==> config.mk <==
export PLATFORM = sky130hd
export DESIGN_NAME = hyst3_leg_mod
export DESIGN_NICKNAME = d
export VERILOG_FILES = /design/src/rtl/hyst3_pkg.sv /design/src/rtl/hyst3_band_cmp.sv /design/src/rtl/hyst3_state_seq.sv /design/src/rtl/hyst3_gate_map.sv /design/src/rtl/hyst3_leg_mod.sv
export SDC_FILE = /design/constraint.sdc
export NUM_CORES = 1
export LEC_CHECK = 0
export BUFFER_PORTS_ARGS = -buffer_cell sky130_fd_sc_hd__buf_2
export CELL_PAD_IN_SITES_DETAIL_PLACEMENT = 0
export CELL_PAD_IN_SITES_GLOBAL_PLACEMENT = 1
export CORE_MARGIN = 2
export CORE_UTILIZATION = 40
export CTS_CLUSTER_DIAMETER = 50
export DETAILED_ROUTE_END_ITERATION = 8
export GPL_TIMING_DRIVEN = 1
export PLACE_DENSITY = 0.8
export SLEW_MARGIN = 20
export SYNTH_ARGS = -nofsm -noshare
export SYNTH_HDL_FRONTEND = slang
export SYNTH_HIERARCHICAL = 1
export SYNTH_SLANG_ARGS = --single-unit
==> constraint.sdc <==
create_clock -name clk -period 2.1 [get_ports clk]
set_clock_uncertainty 0.15 [all_clocks]
set_input_delay 0.105 -clock clk [delete_from_list [all_inputs] [get_ports clk]]
set_output_delay 0.105 -clock clk [all_outputs]
set_load 0.01 [all_outputs]
==> src/rtl/hyst3_pkg.sv <==
`timescale 1ns/1ps
package hyst3_pkg;
  localparam int GATE_W   = 6;
  localparam int TOPO_W   = 2;
  localparam int NUM_TOPO = 3;

  typedef enum logic [1:0] {
    LVL_ZERO = 2'b00,
    LVL_POS  = 2'b01,
    LVL_NEG  = 2'b11
  } lvl_e;

  typedef enum logic [TOPO_W-1:0] {
    TOPO_DIODE  = 2'b00,
    TOPO_BIDIR  = 2'b01,
    TOPO_ACTIVE = 2'b10,
    TOPO_NONE   = 2'b11
  } topo_e;

  typedef enum logic [1:0] {
    REQ_HOLD = 2'b00,
    REQ_POS  = 2'b01,
    REQ_NEG  = 2'b10,
    REQ_ZERO = 2'b11
  } req_e;

  // next level from the present level and the band request, never jumping polarity
  function automatic lvl_e step_level(lvl_e cur, req_e rq);
    lvl_e nx;
    case (rq)
      REQ_POS:  nx = (cur == LVL_NEG) ? LVL_ZERO : LVL_POS;
      REQ_NEG:  nx = (cur == LVL_POS) ? LVL_ZERO : LVL_NEG;
      REQ_ZERO: nx = LVL_ZERO;
      default:  nx = cur;
    endcase
    return nx;
  endfunction

  // gate pattern per leg structure; bit0 up-outer, bit1 up-inner,
  // bit2 low-inner, bit3 low-outer, bit4 up-clamp, bit5 low-clamp
  function automatic logic [GATE_W-1:0] leg_pattern(topo_e t, lvl_e s, logic up);
    logic [GATE_W-1:0] g;
    g = '0;
    case (t)
      TOPO_DIODE: begin
        case (s)
          LVL_POS: g = 6'b000011;
          LVL_NEG: g = 6'b001100;
          default: g = up ? 6'b000010 : 6'b000100;
        endcase
      end
      TOPO_BIDIR: begin
        case (s)
          LVL_POS: g = 6'b000001;
          LVL_NEG: g = 6'b001000;
          default: g = up ? 6'b000010 : 6'b000100;
        endcase
      end
      TOPO_ACTIVE: begin
        case (s)
          LVL_POS: g = 6'b000011;
          LVL_NEG: g = 6'b001100;
          default: g = up ? 6'b010010 : 6'b100100;
        endcase
      end
      default: g = '0;
    endcase
    return g;
  endfunction
endpackage

==> src/rtl/hyst3_band_cmp.sv <==
`timescale 1ns/1ps
module hyst3_band_cmp
  import hyst3_pkg::*;
#(
  parameter int ERR_W = 16
) (
  input  logic signed [ERR_W-1:0] err_i,
  input  logic signed [ERR_W-1:0] band_h_i,
  input  logic signed [ERR_W-1:0] band_d_i,
  output req_e                    req_o
);
  logic signed [ERR_W-1:0] neg_h;
  logic signed [ERR_W-1:0] neg_d;
  logic hit_pos;
  logic hit_neg;
  logic in_dead;

  assign neg_h   = -band_h_i;
  assign neg_d   = -band_d_i;
  assign hit_pos = (err_i >= band_h_i);
  assign hit_neg = (err_i <= neg_h);
  assign in_dead = (err_i <= band_d_i) && (err_i >= neg_d);

  always_comb begin
    if (hit_pos)      req_o = REQ_POS;
    else if (hit_neg) req_o = REQ_NEG;
    else if (in_dead) req_o = REQ_ZERO;
    else              req_o = REQ_HOLD;
  end
endmodule

==> src/rtl/hyst3_state_seq.sv <==
`timescale 1ns/1ps
module hyst3_state_seq
  import hyst3_pkg::*;
(
  input  logic clk,
  input  logic rst_n,
  input  req_e req_i,
  output lvl_e lvl_d_o,
  output lvl_e lvl_q_o
);
  lvl_e lvl_q;

  assign lvl_d_o = step_level(lvl_q, req_i);
  assign lvl_q_o = lvl_q;

  always_ff @(posedge clk or negedge rst_n) begin
    if (!rst_n) lvl_q <= LVL_ZERO;
    else        lvl_q <= lvl_d_o;
  end

  AST_ENTER_POS: assert property (@(posedge clk) disable iff (!rst_n)
    (req_i == REQ_POS && lvl_q != LVL_NEG) |=> (lvl_q == LVL_POS));
  AST_ENTER_NEG: assert property (@(posedge clk) disable iff (!rst_n)
    (req_i == REQ_NEG && lvl_q != LVL_POS) |=> (lvl_q == LVL_NEG));
  AST_DEAD_ZERO: assert property (@(posedge clk) disable iff (!rst_n)
    (req_i == REQ_ZERO) |=> (lvl_q == LVL_ZERO));
  AST_HOLD_BETWEEN: assert property (@(posedge clk) disable iff (!rst_n)
    (req_i == REQ_HOLD) |=> $stable(lvl_q));
  AST_NO_POS_TO_NEG: assert property (@(posedge clk) disable iff (!rst_n)
    (lvl_q == LVL_POS) |=> (lvl_q != LVL_NEG));
  AST_NO_NEG_TO_POS: assert property (@(posedge clk) disable iff (!rst_n)
    (lvl_q == LVL_NEG) |=> (lvl_q != LVL_POS));
endmodule

==> src/rtl/hyst3_gate_map.sv <==
`timescale 1ns/1ps
module hyst3_gate_map
  import hyst3_pkg::*;
(
  input  logic              clk,
  input  logic              rst_n,
  input  logic [TOPO_W-1:0] topo_sel_i,
  input  lvl_e              lvl_nx_i,
  input  logic              dir_pos_i,
  output logic [GATE_W-1:0] gate_o
);
  logic [TOPO_W-1:0] topo_q;
  logic              topo_changed;
  logic [GATE_W-1:0] cand [NUM_TOPO];
  logic [GATE_W-1:0] pick;
  logic [GATE_W-1:0] gate_q;

  for (genvar t = 0; t < NUM_TOPO; t++) begin : g_topo
    assign cand[t] = leg_pattern(topo_e'(TOPO_W'(t)), lvl_nx_i, dir_pos_i);
  end

  always_comb begin
    pick = '0;
    for (int i = 0; i < NUM_TOPO; i++) begin
      if (topo_sel_i == TOPO_W'(i)) pick = cand[i];
    end
  end

  assign topo_changed = (topo_sel_i != topo_q);

  always_ff @(posedge clk or negedge rst_n) begin
    if (!rst_n) begin
      topo_q <= TOPO_DIODE;
      gate_q <= '0;
    end else begin
      topo_q <= topo_sel_i;
      gate_q <= topo_changed ? '0 : pick;
    end
  end

  assign gate_o = gate_q;

  AST_BLANK_ON_SWITCH: assert property (@(posedge clk) disable iff (!rst_n)
    topo_changed |=> (gate_q == '0));
  AST_RESERVED_OFF: assert property (@(posedge clk) disable iff (!rst_n)
    (topo_q == TOPO_NONE) |-> (gate_q == '0));
  AST_OUTER_EXCL: assert property (@(posedge clk) disable iff (!rst_n)
    !(gate_q[0] && gate_q[3]));
  AST_CLAMP_EXCL: assert property (@(posedge clk) disable iff (!rst_n)
    !(gate_q[4] && gate_q[5]));
  AST_ZERO_UPPER_PATH: assert property (@(posedge clk) disable iff (!rst_n)
    (!topo_changed && topo_sel_i != TOPO_NONE && lvl_nx_i == LVL_ZERO && dir_pos_i)
      |=> (gate_q[1] && !gate_q[2]));
endmodule

==> src/rtl/hyst3_leg_mod.sv <==
`timescale 1ns/1ps
module hyst3_leg_mod
  import hyst3_pkg::*;
#(
  parameter int ERR_W = 16
) (
  input  logic                    clk,
  input  logic                    rst_n,
  input  logic signed [ERR_W-1:0] err_i,
  input  logic signed [ERR_W-1:0] band_h_i,
  input  logic signed [ERR_W-1:0] band_d_i,
  input  logic [1:0]              topo_sel_i,
  input  logic                    dir_pos_i,
  output logic [5:0]              gate_o,
  output logic [1:0]              lvl_o
);
  req_e              band_req;
  lvl_e              lvl_nx;
  lvl_e              lvl_q;
  logic [GATE_W-1:0] gate_w;

  hyst3_band_cmp #(.ERR_W(ERR_W)) u_cmp (
    .err_i    (err_i),
    .band_h_i (band_h_i),
    .band_d_i (band_d_i),
    .req_o    (band_req)
  );

  hyst3_state_seq u_seq (
    .clk     (clk),
    .rst_n   (rst_n),
    .req_i   (band_req),
    .lvl_d_o (lvl_nx),
    .lvl_q_o (lvl_q)
  );

  hyst3_gate_map u_map (
    .clk        (clk),
    .rst_n      (rst_n),
    .topo_sel_i (topo_sel_i),
    .lvl_nx_i   (lvl_nx),
    .dir_pos_i  (dir_pos_i),
    .gate_o     (gate_w)
  );

  assign gate_o = gate_w;
  assign lvl_o  = lvl_q;

  AST_POS_USES_UPPER: assert property (@(posedge clk) disable iff (!rst_n)
    (lvl_q == LVL_POS && gate_w != '0) |-> (gate_w[0] && !gate_w[3]));
  AST_NEG_USES_LOWER: assert property (@(posedge clk) disable iff (!rst_n)
    (lvl_q == LVL_NEG && gate_w != '0) |-> (gate_w[3] && !gate_w[0]));
  AST_ZERO_NO_OUTER: assert property (@(posedge clk) disable iff (!rst_n)
    (lvl_q == LVL_ZERO) |-> (!gate_w[0] && !gate_w[3]));
endmodule

Yosys cells after proc, flatten, opt, wreduce, memory -nomap -nowiden
Index checks and enable logic that the tools add are counted.

operators by class
  add/sub/neg operators = 2
  multipliers = 0
  div/mod/pow operators = 0
  magnitude comparators = 4
  equal/unequal tests = 10
  shift operators = 0
  mux-type cells = 15
  bitwise operators = 0
  reduce and logical (&&, ||, !) cells = 2

operators with widths
  operator            number
  $pmux 6 s2          3
  $ge 16x16->1        2
  $le 16x16->1        2
  $neg 16->16         2
  $mux 6              5
  $eq 2x2->1 const B  5
  $eq 2x1->1 const B  4
  $mux 2              4
  $pmux 2 s3          1
  $mux 3              1
  $logic_not 2->1     1
  $ne 2x2->1          1
  $logic_and 1x1->1   1
  $mux 1              1

storage, ports and cells
  flip-flop bits (word level) = 10
  latch bits = 0
  memory bits (writable) = 0
  memory bits (read-only) = 0
  bits of input ports = 53
  output and inout port bits = 8
  word-level logic and storage cells = 36
  memories = 0

Longest topological paths before layout
  depth in word-level cells = 14
  mapped depth = 18

Hierarchy
The synthesis kept the hierarchy.

modules (own cells, without submodules)
  module           times used  cells an instance  area an instance (µm²)
  hyst3_band_cmp   1           265                2,063.2
  hyst3_gate_map   1           26                 312.8
  hyst3_state_seq  1           9                  103.8

Least setup slack after synthesis
Ideal clock, no wire load.

  path type = input -> register
  start = input port band_d_i[1]
  end = register u_map.gate_q[1], in the netlist u_map/gate_o[1]
  setup time = 123 ps
  arrival = 3,718 ps
  data required time = 1,827 ps
  slack = -1,891 ps
  stages = 17
  path buffers = 0
  path through = inv_1 -> ha_1 -> nand4_4 -> or4_4 -> nor4_4 -> xnor2_1 -> ha_1 -> nand4_2 -> a2111o_1 -> a31o_1 -> and2_1 -> a31o_1 -> mux2_4 -> a211oi_2 -> nand2b_2 -> a21oi_2 -> o221a_1

on the way
  word-level cells in the longest chain between the ends = 14
  elaborated cells between the ends (all ways) = 20
  those cells by class = 1 x add/sub; 2 x order compare; 5 x eq/ne; 11 x mux; 1 x reduce/logical

ends and longest elaborated chain
  what                                             RTL line                                           text
  start, declared                                  hyst3_leg_mod.sv:11                                input logic signed [ERR_W-1:0] band_d_i,
  $neg 16->16                                      hyst3_band_cmp.sv:19                               assign neg_d = -band_d_i;
  $ge 16x16->1                                     hyst3_band_cmp.sv:22                               assign in_dead = (err_i <= band_d_i) && (err_i >= neg_d);
  $logic_and 1x1->1 (*)                            hyst3_band_cmp.sv:22
  $mux 2 (*)                                       hyst3_band_cmp.sv:27                               else if (in_dead) req_o = REQ_ZERO;
  $mux 2 (*)                                       hyst3_band_cmp.sv:26                               else if (hit_neg) req_o = REQ_NEG;
  $mux 2 (*)                                       hyst3_band_cmp.sv:25                               if (hit_pos) req_o = REQ_POS;
  via band_req[0]                                  hyst3_leg_mod.sv:17                                req_e band_req;
  $eq 2x2->1 / $eq 2x1->1 (equally long branches)  hyst3_pkg.sv:30                                    case (rq)
  $pmux 2 s3 (*)                                   hyst3_pkg.sv:30
  via lvl_nx[0]                                    hyst3_leg_mod.sv:18                                lvl_e lvl_nx;
  $eq 2x2->1 / $eq 2x1->1 (equally long branches)  hyst3_pkg.sv:46, hyst3_pkg.sv:53, hyst3_pkg.sv:60
  $pmux 6 s2                                       hyst3_pkg.sv:46                                    case (s)
  $mux 6 (2 in series)                             hyst3_gate_map.sv:25                               if (topo_sel_i == TOPO_W'(i)) pick = cand[i];
  $mux 6 (*)                                       hyst3_gate_map.sv:25
  $mux 6 (*)                                       hyst3_gate_map.sv:37                               gate_q <= topo_changed ? '0 : pick;
  end signal, assigned                             hyst3_gate_map.sv:37
  end, declared                                    hyst3_gate_map.sv:16                               logic [GATE_W-1:0] gate_q;

Mark *: on every way through the listed nets, which the timed path passes. The rest lies on a longest branch.

Final worst setup path
  start = input port band_d_i[3]
  end = register u_map.gate_q[2], in the netlist u_map/gate_o[2]

Same word-level chain as after synthesis.

==> flow_summary.json <==
{
  "antenna_found_initial": 0,
  "crit_chain": "buf_8 > nor2_4 > nand3_2 > or3_4 > nor4_4 > nand4_1 > xnor2_1 > ha_1 > nand4_2 > a2111o_1 > a31o_1 > and2_1 > a31o_1 > mux2_4 > a211oi_4 > buf_4 > buf_4 > o22a_2 > nor2_1",
  "gr-total-overflow": 0,
  "place.port_buffers": 60,
  "syn-num-nets": 417,
  "die_w_um": 82.74,
  "ys_ff_latch": 10,
  "min_period_ns": 3.804,
  "ff2ff_path_depth": 6,
  "relSlewSlack": 0.6769,
  "critPathRequiredTime_ns": 2.06,
  "first_pass_iters": 4,
  "p_sw_uw": 487.3,
  "initial_utilization": 0.4164,
  "hold_ws_ns": 0.1153,
  "max_stage_delay_ns": 0.37,
  "rsz0062_at_grt": "yes",
  "clkLatencyLatePin_ns": 0.23,
  "pwr-share-comb": 0.645,
  "wl_per_cell_um": 13.57,
  "setup_slack_ns": -1.704,
  "critical_path_class": "primary input to flop",
  "yosys_warnings": 6,
  "grt_usage": 0.2166,
  "finalNetCount": 578,
  "yosysSeqAreaShare": 0.1009,
  "grt_start_max_net_pins": 11,
  "worstPathArrival_ns": 3.76,
  "syn_inst": 300,
  "synthToLayoutAreaGrowth_pct": 53.08,
  "layout_common_cells": "buf_4, ha_1, buf_2, inv_1, xnor2_1",
  "cp_slowest_cell": "or3_4",
  "setup_viol": 8,
  "placementRows": 28,
  "min-delay-path-class": "primary input to async pin",
  "crit_path_end_kind": "flop",
  "timing.fmax_ghz": 0.2629,
  "vias": 2770,
  "layout.cells.most_common": "buf_4",
  "synthArstFlopShare": 1.000,
  "drive_gt1_frac": 0.4174,
  "synth_cell_types": 53,
  "hold_violations": 0,
  "ant_nets": 0,
  "synth_edf_count": 0,
  "peakVddDrop_uv": 546.4,
  "p_seq_frac": 0.176,
  "clkPwrFrac": 0.179,
  "fin_util": 0.6374,
  "n_antenna_cell": 0,
  "drv_cap": 0,
  "synth_area_um2": 2480,
  "ys_dominant_reg_cell": "dfrtp_1",
  "p_leak_nw": 1.955,
  "worstPathMaxFanout": 4,
  "worst_slew_pin_slew_ns": 0.4846,
  "clkTransAtPathRegs_ns": 0.05,
  "swShare": 0.3717,
  "grt_pass1_wl_um": 11630,
  "violations": "setup timing",
  "syn_area_per_cell_um2": 8.266,
  "dr.first_iter.drc_count": 50,
  "core_area_um2": 5956,
  "h-tree-depth": 1,
  "drc": 0,
  "die_area_um2": 6846,
  "num_io_pins": 61,
  "chipHeight_um": 82.74,
  "grt_pass1_vias": 2728,
  "final.fill_count": 551,
  "period_share": 1.811,
  "status": "finished with violations",
  "dpl.hpwl_um": 6198,
  "tritoncts": "done",
  "numCtsBuffers": 3,
  "power.density_nw_per_um2": 345.3,
  "slew_violations": 0,
  "gp_congestion": 0.8503,
  "p_int_uw": 823.7,
  "clock_path_buffers": 2,
  "start_kind": "primary input",
  "wirelength_um": 7260,
  "tns_ns": -12.33,
  "root_buffer": "clkbuf_8",
  "clock-sinks": 10,
  "viasPerCell": 5.178
}
-- flip-flops by register name (all words and copies together) (netlist names) --
register	count
u_map/topo_q	2
u_seq/lvl_q_o	2
u_map/gate_o	6
-- synthesized netlist by cell type, drive strengths merged, types with 6 or more instances --
master,instances,area [µm²]
ha,64,800.8
inv,38,142.6
a21oi,23,122.6
xnor2,23,201.4
nor2,18,75.07
nand2,17,63.81
nand4,14,108.9
nor3,12,70.07
o21ai,11,55.05
dfrtp,10,250.2
nand3,9,55.05
a21o,6,45.04
-- critical path, delay by kind of cell --
kind	cells	cell delay, ns
simple gates	8	1.29
buf+inv	3	0.39
fa+ha+maj	1	0.31
compound gates	5	1.23
xor+xnor	1	0.16
mux	1	0.28
-- per-stage QoR --
stage	worst slack, ns	area [µm²]	std cells	total power [mW]
2_1_floorplan	-1.591	2514	300	0.6025
3_3_place_gp	-1.819	3538	519	0.9349
3_5_place_dp	-1.923	3538	519	0.9604
4_1_cts	-1.597	3712	531	1.243
5_1_grt	-1.899	3796	535	1.422
6_report	-1.704	3796	535	1.311
-- timing repair --
action	in CTS	in global routing
endpoints found under the setup margin	8	8
hold buffers	4	0
gates resized for setup	12	10
hold endpoints to repair	13	0
buffers inserted	4	5
pin swaps	16	6
-- final timing paths --
check / startpoint / slack [ns] / to
worst max-delay path: band_d_i[3] / -1.70 / u_map/gate_o[2]
worst min-delay path: rst_n / 0.12 / u_map/topo_q[0]
worst max register to register: u_seq/lvl_q_o[1] / 0.34 / u_map/gate_o[2]
worst min register to register: u_map/topo_q[1] / 0.45 / u_map/gate_o[4]
max in group asynchronous: rst_n / 1.50 / u_map/gate_o[2]
min in group clk: u_map/topo_q[1] / 0.45 / u_map/gate_o[4]
-- cell families after synthesis --
kind of cell,count (synthesis),share of synthesized area
AO/OA/AOI/OAI,63,0.1695
XOR/XNOR,25,0.08829
adder cells (fa/ha/maj),64,0.3229
buffers and inverters,38,0.05752
flip-flops,10,0.1009
multiplexers,1,0.006053
AND/OR/NAND/NOR,99,0.2548
-- metal layers --
metal  part of all wire  global-route usage
met3              0.028             0.01413
met4             0.0084             0.03770
met5                  0                   0
met1               0.45              0.2631
met2               0.51              0.4185
-- cell type report --
class                   count  area, µm²  area share
clock buffers               4      55.05     0.01450
inverters                  38      147.6     0.03889
multi-input cells         252       2190      0.5768
flip-flops and latches     10      250.2     0.06592
well taps                  75      93.84     0.02472
repair buffers            156       1060      0.2792
-- power groups by stage --
stage          sequential [mW]  clock [mW]  combinational, mW
6_report                 0.231       0.234              0.845
3_5_place_dp             0.229           0              0.731
2_1_floorplan            0.236           0              0.366
4_1_cts                  0.227       0.241              0.775
5_1_grt                  0.233       0.253              0.936
3_3_place_gp             0.229           0              0.706
Power figures use the tool's default switching activity.
